$ cat src/rtl/boot_cfg_loader.sv
module boot_cfg_loader #(
  parameter int STREAM_BITS    = 256,
  parameter int DIV_BITS       = 8,
  parameter int ENDIAN_SEL_POS = 8,
  parameter int ENDIAN_VAL_POS = 9,
  parameter int ONE_POS_A      = 20,
  parameter int ONE_POS_B      = 33,
  parameter int ONE_POS_C      = 37
) (
  input  logic                   clk,
  input  logic                   cold_rst,
  input  logic                   pwr_good,
  input  logic                   mode_din,
  input  logic                   endian_pin,
  output logic                   mode_clk,
  output logic [STREAM_BITS-1:0] cfg_word,
  output logic                   done,
  output logic                   cfg_err,
  output logic                   big_endian_eff
);
  localparam int CNT_W = $clog2(STREAM_BITS);
  localparam logic [DIV_BITS-1:0] SAMPLE_PH = DIV_BITS'((1 << (DIV_BITS-1)) - 1);
  localparam logic [CNT_W-1:0]    LAST_BIT  = CNT_W'(STREAM_BITS - 1);

  logic [DIV_BITS-1:0]    div_q;
  logic [CNT_W-1:0]       bit_q;
  logic [STREAM_BITS-1:0] shreg_q;
  logic                   done_q;

  wire run    = pwr_good & ~done_q;
  wire sample = run & (div_q == SAMPLE_PH);
  wire last   = (bit_q == LAST_BIT);

  always_ff @(posedge clk) begin
    if (cold_rst | ~pwr_good) begin
      div_q   <= '0;
      bit_q   <= '0;
      shreg_q <= '0;
      done_q  <= 1'b0;
    end else if (run) begin
      div_q <= (sample & last) ? '0 : div_q + DIV_BITS'(1);
      if (sample) begin
        shreg_q <= {mode_din, shreg_q[STREAM_BITS-1:1]};
        bit_q   <= last ? '0 : bit_q + CNT_W'(1);
        if (last) done_q <= 1'b1;
      end
    end
  end

  assign mode_clk       = div_q[DIV_BITS-1];
  assign done           = done_q;
  assign cfg_word       = done_q ? shreg_q : '0;
  assign cfg_err        = done_q & ~(shreg_q[ONE_POS_A] & shreg_q[ONE_POS_B] & shreg_q[ONE_POS_C]);
  assign big_endian_eff = (done_q & shreg_q[ENDIAN_SEL_POS]) ? shreg_q[ENDIAN_VAL_POS] : endian_pin;
endmodule


$ cat config.mk
export PLATFORM = sky130hd
export DESIGN_NAME = boot_cfg_loader
export DESIGN_NICKNAME = d
export VERILOG_FILES = /design/src/rtl/boot_cfg_loader.sv
export SDC_FILE = /design/constraint.sdc
export NUM_CORES = 1
export LEC_CHECK = 0
export BUFFER_PORTS_ARGS = -buffer_cell sky130_fd_sc_hd__buf_2
export CORE_ASPECT_RATIO = 0.7
export CORE_MARGIN = 3
export CORE_UTILIZATION = 55
export DETAILED_ROUTE_END_ITERATION = 12
export PLACE_DENSITY_LB_ADDON = 0.25
export SLEW_MARGIN = 20
export SYNTH_ARGS = -nofsm -noshare
export SYNTH_HDL_FRONTEND = slang
export SYNTH_SLANG_ARGS = --single-unit
$ cat constraint.sdc
create_clock -name clk -period 4.9 [get_ports clk]
set_clock_uncertainty 0.1 [all_clocks]
set_input_delay 0.98 -clock clk [delete_from_list [all_inputs] [get_ports clk]]
set_output_delay 0.98 -clock clk [all_outputs]
set_load 0.03 [all_outputs]
After elaboration in Yosys (flattened, before gate mapping) --
Index checks and enable logic that the tools add are counted.
Cells by class: add/subtract/negate cells 2, reduce and logical (&&, ||, !) cells 2, shift operators 0, multiplexer cells 4, eq/ne operators 2, multipliers 0, order comparisons 0, div/mod/pow operators 0, bitwise operators 11
Operators with widths (number):
- 256-bit two-way mux | 1
- 8-bit by 1-bit adder with 8-bit output (second input constant) | 2
- 8-bit two-way mux | 2
- 8-bit by 7-bit == test with 1-bit output (second input constant) | 1
- 8-bit == test (second input constant) | 1
- 1-bit AND | 7
- 1-bit inverter | 3
- 3-bit AND reduction | 1
- 2-bit AND reduction | 1
- 1-bit two-way mux | 1
- 1-bit OR | 1
Word-level totals: input port bits 5, logic and storage cells 25, output and inout bits 260, memories 0, register bits after elaboration 273, memory bits (read-only) 0, latch bits 0, memory bits (writable) 0

Logic depth before layout (Yosys ltp) --
Gate-level depths: netlist of run 1.
depth in word-level cells 5, mapped depth 8, depth with buffers taken out 5

Worst setup path before layout of run 1 --
Ideal clock, no wire load.
path type flip-flop to output port, start point register done_q (netlist: done), end point output cfg_err, required time 3.820 ns, path slack 2.180 ns, cell stages (with the launch flop) 5, arrival 1.640 ns, buffers on the path 2, path through dfxtp_1 clkbuf_1 clkbuf_1 inv_1 a31oi_1
Between the ends: cells in the longest elaborated chain, start to end 1
Ends and longest elaborated chain:
- start: declaration | line 28 | logic done_q;
- start signal: assignment | line 39 | done_q <= 1'b0;
- start signal: assignment | line 45 | if (last) done_q <= 1'b1;
- 1-bit AND | line 53 | assign cfg_err = done_q & ~(shreg_q[ONE_POS_A] & shreg_q[ONE_POS_B] & shreg_q[ONE_POS_C]);
- end: declaration | line 18 | output logic cfg_err,
No other way between the ends.

Worst setup path in the final report of run 1 --
start point register done_q (netlist: done), end point output cfg_word[219]
Between the ends: cells in the longest elaborated chain, start to end 1
Ends and longest elaborated chain:
- 256-bit two-way mux | line 52 | assign cfg_word = done_q ? shreg_q : '0;
- end: declaration | line 16 | output logic [STREAM_BITS-1:0] cfg_word,
No other way between the ends.

==> results of run 1 <==
-- critical path, stage by stage, from the launching register on --
cell and delay, ps:
dfxtp_4 950, buf_12 390, and2_1 240, buf_2 210
-- power breakdown --
group	internal (mW)	switching [mW]	leakage, nW
registers	2.22	0.000761	2.20
clock network	1.11	0.811	0.391
logic	0.00764	0.0389	2.74
-- kinds of logic after synthesis --
| kind of cell | count (synthesis) | share of synthesized area [%] |
|---|---|---|
| xor+xnor | 10 | 0.781 |
| buf+inv | 118 | 4.20 |
| flops | 273 | 48.7 |
| fa+ha+maj | 2 | 0.223 |
| compound gates | 268 | 12.2 |
| simple gates | 816 | 33.8 |
| mux | 1 | 0.100 |
-- final timing paths --
path,start,end,slack [ps],depth (start not counted)
worst min-delay path,shreg_q[205]$_SDFFE_PP0P_,shreg_q[204]$_SDFFE_PP0P_,360,2
worst max register to register,done$_SDFFE_PP0P_,shreg_q[144]$_SDFFE_PP0P_,1650,6
worst max-delay path,done$_SDFFE_PP0P_,cfg_word[219],1390,3
worst min register to register,shreg_q[205]$_SDFFE_PP0P_,shreg_q[204]$_SDFFE_PP0P_,360,2
-- layer usage --
metal  GRT usage, %  part of all wire (%)  vias to the layer above
met5              0                     0                        -
met4           4.52                   1.3                        0
met3           4.55                   6.7                       27
met2           34.7                    45                      281
met1           32.3                    47                     4584
li1               -                     -                     5080
-- cells in the mapped netlist --
cell	number
nand2_1	523
dfxtp_1	273
a21oi_1	262
and2_1	256
clkbuf_1	94
buf_2	22
nor2_1	13
xnor2_1	10
nand3_1	4
nor4_1	4
nor3_1	3
ha_1	2
inv_1	2
nor2b_1	2
o31ai_1	2
or3_1	2
a31o_2	1
a31oi_1	1
and4_1	1
mux2_2	1
nand2b_1	1
nand3b_1	1
nand3b_4	1
nand4_1	1
nand4b_2	1
nor3_2	1
nor4b_1	1
o31ai_2	1
o32ai_1	1
or4_1	1
-- final cells by class --
type | count | area share [%]
flip-flops and latches | 273 | 40.9
multi-input cells | 1097 | 39.5
repair buffers | 273 | 10.8
clock buffers | 39 | 5.61
well taps | 270 | 2.52
clock inverters | 8 | 0.561
inverters | 2 | 0.0561
-- flip-flops by register name, indices dropped and copies added, names as in the netlist --
| register | cells |
|---|---|
| done | 1 |
| shreg_q | 256 |
| div_q | 8 |
| bit_q | 8 |
==> qor.csv, run 1 <==
metric,value,unit
root buf cell,clkbuf_16,
Synth area leaders,"dfxtp_1 49%, nand2_1 18%, and2_1 14%, a21oi_1 12%, clkbuf_1 3.1%",
post-CTS sizing,0,
Core ar.,19900,um2
Synth Area per Inst,7.53,um2
Final WS setup,1390,ps
IO Pins,265,
unrepaired setup endpoints after global routing,false,
share of cells above drive strength 1,18.9,%
Syn-to-layout area delta,19.4,%
dpl ws,1680,ps
# nets final,1680,
post-synthesis sequential area ratio,48.8,%
Worst Tran Pin Value,1010,ps
FP Rows,43,
Fin. Hold Viols,0,
CP Capture Type,primary output,
Mapped Cells,1488,
post-synthesis register bit count,273,
class of the tightest hold or removal check,register to register,
initial antenna violation count,0,
DR pass1 iterations,7,
Final TNS setup,0,ps
placed insts,1915,
ant diodes,0,
library cells used by synthesis,30,
vias in the first global route,8734,
power density over the cells,313,nW/um2
fin util,67.2,%
IO buf count,264,
CTS buffer count,26,
design area,13400,um2
Worst VDD drop,0.000219,V
largest net degree at the start of global routing,142,
first-pass GRT wire length,42.6,mm
Overall Power,4.19,mW
max cap viols,0,
CTS tree,yes,
mapped cell area,11200,um2
GRT Residual Overflow,0,
Multi-input gate area,5290,um2
"commonest non-fill, non-tap cell in the layout",nand2_1,
status,"finished, final reports clean",
Yosys top cell by area,dfxtp_1,
relative max-transition margin,32.6,%
Die Wd,177,um
Post-CTS Repair Setup Buffers,0,
Synth warnings,0,
CTS max path bufs,3,
Initial Util,56.3,%
Iter 0 DRT Violations,955,
hold buffers post-CTS,0,
CP startpoint kind,register,
Clock Pin Slew Worst Setup and Hold Paths,70,ps
Seq. cell area,5470,um2
final std cells w/o fill,1962,
Detailed Route WL,26.2,mm
clock sinks,273,
syn_nets,1495,
"Slew Viols, Final",0,
most frequent cells in the layout,"523 x nand2_1, 272 x dfxtp_1, 264 x buf_2",
crit path DAT,2430,ps
die area,22200,um2
FMAX,285,MHz
post-DP HPWL,16.1,mm
Die Y,125,um
CP Max Fanout,139,
vias per cell,5.08,
Wirelength per Cell,13.4,um
# DRC,0,
via count,9972,
kind of critical path,register to primary output,
gp weighted congestion,0.821,
fill count,1723,
Clock Latency Late Sink,510,ps
ANT nets after route,0,
setup violators final,0,
LEAKAGE,5.33,nW
total track usage,22.3,%
final worst path period share,71.6,%
H-tree depth,1,
top cell type's share of synthesized area,48.8,%
placed cell areas,12600,um2
Final min period,3510,ps
hold slack final,357,ps
Critical Path RT,3820,ps
Power figures use the tool's default switching activity.
==> run 2, diff against run 1 <==
--- a/config.mk
+++ b/config.mk
@@ -8,7 +8,7 @@
 export BUFFER_PORTS_ARGS = -buffer_cell sky130_fd_sc_hd__buf_2
 export CORE_ASPECT_RATIO = 0.7
 export CORE_MARGIN = 3
-export CORE_UTILIZATION = 55
+export CORE_UTILIZATION = 54
 export DETAILED_ROUTE_END_ITERATION = 12
 export PLACE_DENSITY_LB_ADDON = 0.25
 export SLEW_MARGIN = 20
==> constraint.sdc (replaced) <==
create_clock -name clk -period 3.5 [get_ports clk]
set_clock_uncertainty 0.1 [all_clocks]
set_input_delay 0.7 -clock clk [delete_from_list [all_inputs] [get_ports clk]]
set_output_delay 0.7 -clock clk [all_outputs]
set_load 0.03 [all_outputs]
==> run 2 against run 1 <==
Clock-buffer cell count down 3. Global-route usage down 0.069 points. Flip-flop and latch count unchanged. Sequential power up 40%. Worst setup slack worse by 580 ps. Worst hold slack worse by 32 ps. First-iteration DRC count down 9.2%. Critical path type unchanged. Largest cell class unchanged. Largest power group is now the clock network.
==> qor.csv, run 2 (synthesis gave the netlist of run 1 again) <==
metric,value,unit
status,"finished, final reports clean",
Worst VDD drop,0.000359,V
GRT Residual Overflow,0,
IO buf count,264,
vias per cell,5.07,
kind of critical path,register to primary output,
LEAKAGE,5.45,nW
first-pass GRT wire length,43.0,mm
unrepaired setup endpoints after global routing,false,
Multi-input gate area,5290,um2
Fin. Hold Viols,0,
vias in the first global route,8871,
biggest regs,"shreg_q (256), bit_q (8), div_q (8)",
die area,22600,um2
Clock Pin Slew Worst Setup and Hold Paths,60,ps
clock sinks,273,
max cap viols,0,
r2r worst-path depth,5,
largest net degree at the start of global routing,192,
R2R Setup Slk,1140,ps
IO Pins,265,
Final TNS setup,0,ps
via count,9968,
Die Y,127,um
Syn-to-layout area delta,21.5,%
ant diodes,0,
CTS tree,yes,
root buf cell,clkbuf_16,
most frequent cells in the layout,"523 x nand2_1, 272 x dfxtp_1, 264 x buf_2",
H-tree depth,1,
hold buffers post-CTS,0,
total track usage,22.2,%
CP startpoint kind,register,
CTS max path bufs,3,
crit-path cells,"buf_12, and2_1, buf_2",
Die Wd,178,um
DR pass1 iterations,5,
Overall Power,6.37,mW
fin util,67.9,%
hold path endpoint,shreg_q[255]$_SDFFE_PP0P_,
# DRC,0,
startpoint of the worst hold path,mode_din,
Core ar.,20100,um2
class of the tightest hold or removal check,input port to register,
"Slew Viols, Final",0,
worst path bufs/invs,2,
power density over the cells,467,nW/um2
initial antenna violation count,0,
gp weighted congestion,0.820,
share of cells above drive strength 1,19.5,%
CP max stage cell,dfxtp_4,
fill count,1722,
Detailed Route WL,26.4,mm
final worst path period share,76.8,%
Reg-to-Reg Start,done$_SDFFE_PP0P_,
FP Rows,43,
# nets final,1683,
CTS buffer count,26,
FMAX,372,MHz
Iter 0 DRT Violations,867,
Clock Latency Late Sink,520,ps
hold depth,3,
setup violators final,0,
Top reg by flops,shreg_q,
Initial Util,55.9,%
max incr delay on CP,600,ps
ANT nets after route,0,
Wirelength per Cell,13.5,um
FF-to-FF End,shreg_q[211]$_SDFFE_PP0P_,
Largest register FFs,256,
Seq. cell area,5470,um2
"commonest non-fill, non-tap cell in the layout",nand2_1,
relative max-transition margin,38.4,%
post-CTS sizing,0,
CP Max Fanout,95,
Critical Path RT,2700,ps
post-DP HPWL,16.4,mm
Worst Tran Pin Value,924,ps
crit path DAT,1890,ps
Crit path max-delay family,flip-flops,
Post-CTS Repair Setup Buffers,0,
CP Capture Type,primary output,
Final min period,2690,ps
run 2: cell types whose count changed in the layout (fill, tap and decap cells not counted), sizes merged:
cell	delta
bufinv	+5
clkbuf	-3
clkinvlp	-2
buf	+3
run 2: worst max-delay path by stage:
stage               depth (start not counted)                    end         startpoint
floorplan                                   4                cfg_err  done$_SDFFE_PP0P_
global placement                            6  bit_q[0]$_SDFFE_PP0P_           pwr_good
detailed placement                          6  div_q[7]$_SDFFE_PP0P_           pwr_good
CTS                                         3          cfg_word[135]  done$_SDFFE_PP0P_
global route                                3          cfg_word[214]  done$_SDFFE_PP0P_
finish                                      3          cfg_word[129]  done$_SDFFE_PP0P_
run 2: layer usage:
metal  GRT usage (%)  routed length (um)
met1            31.0               12300
met2            34.6               11600
met3            5.80                1950
met4            5.22                 554
met5               0                   0
run 2: report_power, final:
group          leakage, nW  total (mW)  switching [mW]  internal [mW]
clock                0.488        3.19            1.18           2.01
combinational         2.77      0.0669          0.0550         0.0120
sequential            2.20        3.11         0.00111           3.11
run 2: worst min-delay path, stage by stage:
cell and delay (ps):
buf_2 100, nand2_1 50, a21oi_1 50
run 2: through the flow:
stage	cell area, um2	hold slack (ps)	instances	setup WS, ps
floorplan	11200	332	1488	1060
global placement	12600	341	1918	1040
detailed placement	12600	353	1918	1010
CTS	13600	302	1965	775
global route	13600	325	1965	664
finish	13600	325	1965	811
run 2: layout make-up:
class / instances / area share, %
clock buffer: 36 / 5.80
tap: 270 / 2.48
multi-input combinational: 1097 / 38.9
clock inverter: 11 / 1.54
inverter: 2 / 0.0551
sequential: 273 / 40.2
timing repair buffer: 276 / 11.1
